### config.mk
export PLATFORM = sky130hd
export DESIGN_NAME = inband_loop_detector
export DESIGN_NICKNAME = d
export VERILOG_FILES = /design/src/rtl/lcd_pkg.sv /design/src/rtl/lcd_detector.sv /design/src/rtl/inband_loop_detector.sv
export SDC_FILE = /design/constraint.sdc
export NUM_CORES = 1
export LEC_CHECK = 0
export CAP_MARGIN = 10
export CORE_MARGIN = 2
export CORE_UTILIZATION = 36
export DETAILED_ROUTE_END_ITERATION = 12
export SKIP_CTS_REPAIR_TIMING = 1
export SYNTH_ARGS = -nofsm -noshare
export SYNTH_HDL_FRONTEND = slang
export SYNTH_SLANG_ARGS = --single-unit
### constraint.sdc
create_clock -name clk -period 2.3 [get_ports clk]
set_input_delay 0.46 -clock clk [delete_from_list [all_inputs] [get_ports clk]]
set_output_delay 0.46 -clock clk [all_outputs]
set_load 0.005 [all_outputs]
### src/rtl/lcd_pkg.sv
package lcd_pkg;
  localparam int unsigned N_CODES   = 2;
  localparam int unsigned ACT_LEN   = 5;
  localparam logic [7:0]  ACT_PAT   = 8'b0000_0001; // 00001, earliest bit at MSB
  localparam int unsigned DEACT_LEN = 3;
  localparam logic [7:0]  DEACT_PAT = 8'b0000_0001; // 001
  typedef enum logic {ST_SRCH = 1'b0, ST_LOCK = 1'b1} det_st_e;
endpackage

### src/rtl/lcd_detector.sv
module lcd_detector
  import lcd_pkg::*;
#(
  parameter int unsigned LEN   = 5,
  parameter logic [7:0]  PAT_W = 8'h01,
  parameter int unsigned WIN   = 51200
) (
  input  logic clk,
  input  logic rst_i,
  input  logic take,
  input  logic bit_in,
  output logic flag,
  output logic win_end,
  output logic win_pass
);
  localparam int unsigned CW      = $clog2(WIN + 1);
  localparam int unsigned PW      = $clog2(LEN);
  localparam int unsigned ERR_LIM = WIN / 100;
  localparam logic [LEN-1:0] PAT  = PAT_W[LEN-1:0];

  det_st_e        st_q, st_d;
  logic [LEN-1:0] hist_q, hist_d;
  logic [LEN-1:0] fill_q, fill_d;
  logic [PW-1:0]  ph_q, ph_d;
  logic [CW-1:0]  cnt_q, cnt_d;
  logic [CW-1:0]  err_q, err_d;
  logic           flag_q, flag_d;
  logic           exp_bit, mis, last;
  logic [CW-1:0]  err_tot;

  always_comb begin
    exp_bit  = PAT[PW'(LEN - 1) - ph_q];
    mis      = bit_in ^ exp_bit;
    err_tot  = err_q + CW'(mis);
    last     = (cnt_q == CW'(WIN - 1));
    win_end  = take && (st_q == ST_LOCK) && last;
    win_pass = (err_tot < CW'(ERR_LIM));

    st_d   = st_q;
    hist_d = {hist_q[LEN-2:0], bit_in};
    fill_d = {fill_q[LEN-2:0], 1'b1};
    ph_d   = ph_q;
    cnt_d  = cnt_q;
    err_d  = err_q;
    flag_d = flag_q;
    case (st_q)
      ST_SRCH: begin
        if ((&fill_d) && (hist_d == PAT)) begin
          st_d  = ST_LOCK;
          ph_d  = '0;
          cnt_d = '0;
          err_d = '0;
        end
      end
      default: begin
        ph_d  = (ph_q == PW'(LEN - 1)) ? '0 : ph_q + PW'(1);
        cnt_d = cnt_q + CW'(1);
        err_d = err_tot;
        if (last) begin
          flag_d = win_pass;
          cnt_d  = '0;
          err_d  = '0;
          if (!win_pass) st_d = ST_SRCH;
        end
      end
    endcase
  end

  always_ff @(posedge clk or negedge rst_i) begin
    if (!rst_i) begin
      st_q   <= ST_SRCH;
      hist_q <= '0;
      fill_q <= '0;
      ph_q   <= '0;
      cnt_q  <= '0;
      err_q  <= '0;
      flag_q <= 1'b0;
    end else if (take) begin
      st_q   <= st_d;
      hist_q <= hist_d;
      fill_q <= fill_d;
      ph_q   <= ph_d;
      cnt_q  <= cnt_d;
      err_q  <= err_d;
      flag_q <= flag_d;
    end
  end

  assign flag = flag_q;
endmodule

### src/rtl/inband_loop_detector.sv
module inband_loop_detector
  import lcd_pkg::*;
#(
  parameter int unsigned WIN = 51200
) (
  input  logic clk,
  input  logic rst_n,
  input  logic bit_vld,
  input  logic bit_in,
  input  logic frm_aligned,
  input  logic frm_start,
  output logic act_det,
  output logic deact_det
);
  logic [1:0]         rsync_q;
  logic               rst_i;
  logic               take;
  logic [N_CODES-1:0] det, win_end, win_pass;

  always_ff @(posedge clk or negedge rst_n) begin
    if (!rst_n) rsync_q <= '0;
    else        rsync_q <= {rsync_q[0], 1'b1};
  end
  assign rst_i = rsync_q[1];

  // framing bit is skipped only under alignment
  assign take = bit_vld && !(frm_aligned && frm_start);

  for (genvar g = 0; g < N_CODES; g++) begin : g_code
    lcd_detector #(
      .LEN   ((g == 0) ? ACT_LEN : DEACT_LEN),
      .PAT_W ((g == 0) ? ACT_PAT : DEACT_PAT),
      .WIN   (WIN)
    ) det_i (
      .clk      (clk),
      .rst_i    (rst_i),
      .take     (take),
      .bit_in   (bit_in),
      .flag     (det[g]),
      .win_end  (win_end[g]),
      .win_pass (win_pass[g])
    );
  end

  assign act_det   = det[0];
  assign deact_det = det[1];
endmodule

==> results.yml <==
outcome:
  status: "finished, violations left"
  failed_checks: "negative setup slack"
finish:
  drive_gt1_share_pct: 19.7
  fillers: 1123
  final_nets: 574
  layout_commonest_cell: "nand2_1"
  layout_common_cells: "nand2_1, dfrtp_1, o21ai_0, buf_4, nor2_1"
  area_growth_pct: 24.8
  multi_input_area_um2: 2370
  diodes: 0
  ff_latch_area_um2: 2080
logic_synthesis:
  syn_inst: 501
  synth_compound_area_share_pct: 17.7
  syn-num-nets: 516
  ys_warn_count: 0
  syn-mean-instance-area_um2: 8.81
  synth_edf_count: 0
  synth_xor_area_share_pct: 4.17
  seq_area_frac_synth_pct: 47.1
  ys.flop_type: "dfrtp_1"
  netlist_area_um2: 4410
  synth.area.mux_share_pct: 0.964
  synthArstFlopShare_pct: 100
  synth_top_family_by_area: "simple AND/OR/NAND/NOR gates"
  yosys.area_share.simple_pct: 24.7
  ys_types: 55
  synth_seq_cells: 83
  synthAdderAreaFrac_pct: 2.55
placed_design:
  gp_congestion: 0.800
  dp_worst_setup_slack_ns: -0.539
  io_buffers: 7
  dp_hpwl_mm: 7.07
sta:
  finalHoldViolations: 0
  rsz0062_at_grt: "yes"
  setup-tns-final_ns: -0.00896
  fin_worst_skew_ns: 0.00617
  post-route-period-util_pct: 100
  setup_ws_ns: -0.00896
  slew_violations: 0
  post-route-min-period_ns: 2.31
  finalSetupViolCount: 1
  fmax_mhz: 433
route:
  via_per_inst: 5.45
  avgRoutedWirePerCell_um: 14.4
  first_pass_iters: 5
  ant_nets: 0
  finalWirelength_mm: 10.2
  vias: 3878
  drt_iter0_markers: 244
  route.detailed.drc: 0
floorplan:
  ios: 8
  die_height_um: 115
  die_x_um: 115
  core_um2: 12000
  initial_utilization_pct: 36.7
  dieArea_um2: 13200
  rows: 40
global_route:
  grt_util_all_layers_pct: 16.6
  grt_antenna_before_repair: 0
  grt-ovfl-total: 0
  grt_max_degree: 50
  grt_pass1_vias: 3743
  grt_pass1_wl_mm: 17.6
clock_network:
  clock_latency_ns: 0.34
  path_clk_slew_ns: 0.07
  clock-sinks: 83
  ctsLongestPathBuffers: 2
  cts_tree: "built"
  cts_buffers: 9
  cts-root-buf: "clkbuf_16"
  htreeDepth: 3
pwr:
  p_leak_nw: 2.37
  ir_drop_uv: 450
  p_per_area_nw_per_um2: 789
setup_path:
  timing.critical_path.buf_inv: 1
  path_delay_family: "adder cells"
  arrival_ns: 2.56
  endpoint_kind: "register"
  worstSetupPathType: "reg2reg"
  critPathSlowestCell: "dfrtp_1"
  timing.critical_path.cells: "inv_2, ha_4, ha_4, xor2_2, ha_2, nand3_4, nor3_4, mux2_4, o21ai_2, o2111ai_2, o221ai_1"
  cpMostUsedCell: "ha_4"
  slowest_delay_ns: 0.38
  required_ns: 2.55
  crit_fanout: 3
  worst_setup_path_start_kind: "register"
run:
  max_cap_viol_count: 0
worst_hold_path:
  holdCritPathClass: "in2async"
Yosys cell counts (3+ instances only):
| master | number | share of area [%] |
|---|---|---|
| dfrtp_1 | 83 | 47 |
| ha_1 | 9 | 2.6 |
| o41ai_1 | 3 | 0.60 |
| nor2_1 | 33 | 2.8 |
| and4_1 | 3 | 0.60 |
| a21oi_1 | 11 | 1.2 |
| nand2_1 | 93 | 7.9 |
| a31oi_1 | 8 | 1.1 |
| buf_2 | 4 | 0.45 |
| o31ai_1 | 6 | 1.0 |
| clkbuf_1 | 13 | 1.1 |
| o21ai_0 | 74 | 8.4 |
| nand4_1 | 18 | 2.6 |
| a22o_1 | 7 | 1.4 |
| nor4_1 | 6 | 0.85 |
| inv_1 | 11 | 0.94 |
| xnor2_1 | 14 | 2.8 |
| and3_1 | 8 | 1.1 |
| nand3_1 | 23 | 2.6 |
| and2_1 | 4 | 0.57 |
| nor3_1 | 18 | 2.0 |
| or3_1 | 3 | 0.43 |
| xor2_1 | 7 | 1.4 |
sequential cells by signal, indices dropped and copies added (netlist names):
| register | cells |
|---|---|
| g_code.det_i.hist_q | 4 |
| g_code.det_i.fill_q | 4 |
| g_code.det_i.cnt_q | 32 |
| g_code.det_i.st_q | 2 |
| g_code.det_i.ph_q | 5 |
| g_code.det_i.err_q | 32 |
| rsync_q | 2 |
| g_code.det_i.flag | 2 |
final timing paths:
| path | startpoint | end | slack, ns | cells after the start |
|---|---|---|---|---|
| setup / recovery | g_code[0].det_i.ph_q[0] | g_code[0].det_i.st_q | -0.009 | 11 |
| hold / removal | rst_n | rsync_q[1] | 0.27 | 1 |
| setup reg to reg | g_code[0].det_i.ph_q[0] | g_code[0].det_i.st_q | -0.009 | 11 |
| hold reg to reg | rsync_q[1] | g_code[1].det_i.err_q[7] | 0.28 | 0 |
| max in group asynchronous | rsync_q[1] | g_code[0].det_i.err_q[7] | 1.39 | 1 |
| min in group clk | rsync_q[0] | rsync_q[1] | 0.35 | 0 |
power by group:
group          switching (mW)  internal (mW)  total (mW)
logic                   0.471          0.449       0.921
clock network           0.635          0.860        1.50
registers               0.256           1.67        1.93
cell type report:
| class | instances | share of cell area (%) |
|---|---|---|
| multi-input cells | 389 | 43.1 |
| flip-flops and latches | 83 | 37.8 |
| repair buffers | 65 | 9.45 |
| clock buffers | 9 | 4.09 |
| well taps | 147 | 3.34 |
| clock inverters | 7 | 1.48 |
| inverters | 11 | 0.750 |
kinds of logic after synthesis:
logic type	Yosys count
AND/OR/NAND/NOR	225
flip-flops	83
adder cells (fa/ha/maj)	9
multiplexers	4
other	1
AO/OA/AOI/OAI	129
buffers and inverters	29
XOR/XNOR	21
layer usage:
metal	GRT usage [%]	up-vias	routed length [µm]
li1	-	1915	-
met1	21.9	1897	4800
met2	27.3	58	5020
met3	4.34	8	288
met4	4.34	0	114
met5	0	-	0
stage by stage:
stage / std cells / hold WS, ns / instance area [µm²] / power, mW / utilization [%]
after floorplan: 501 / 0.164 / 4440 / 2.45 / -
after global placement: 693 / 0.294 / 5050 / 2.77 / 42.0
after detailed placement: 693 / 0.293 / 5050 / 2.81 / 42.0
after CTS: 709 / 0.263 / 5350 / 4.33 / 44.6
after global routing: 711 / 0.259 / 5510 / 4.63 / 45.8
final: 711 / 0.272 / 5510 / 4.34 / 45.8
No activity file was read; power rests on OpenSTA's default activity.
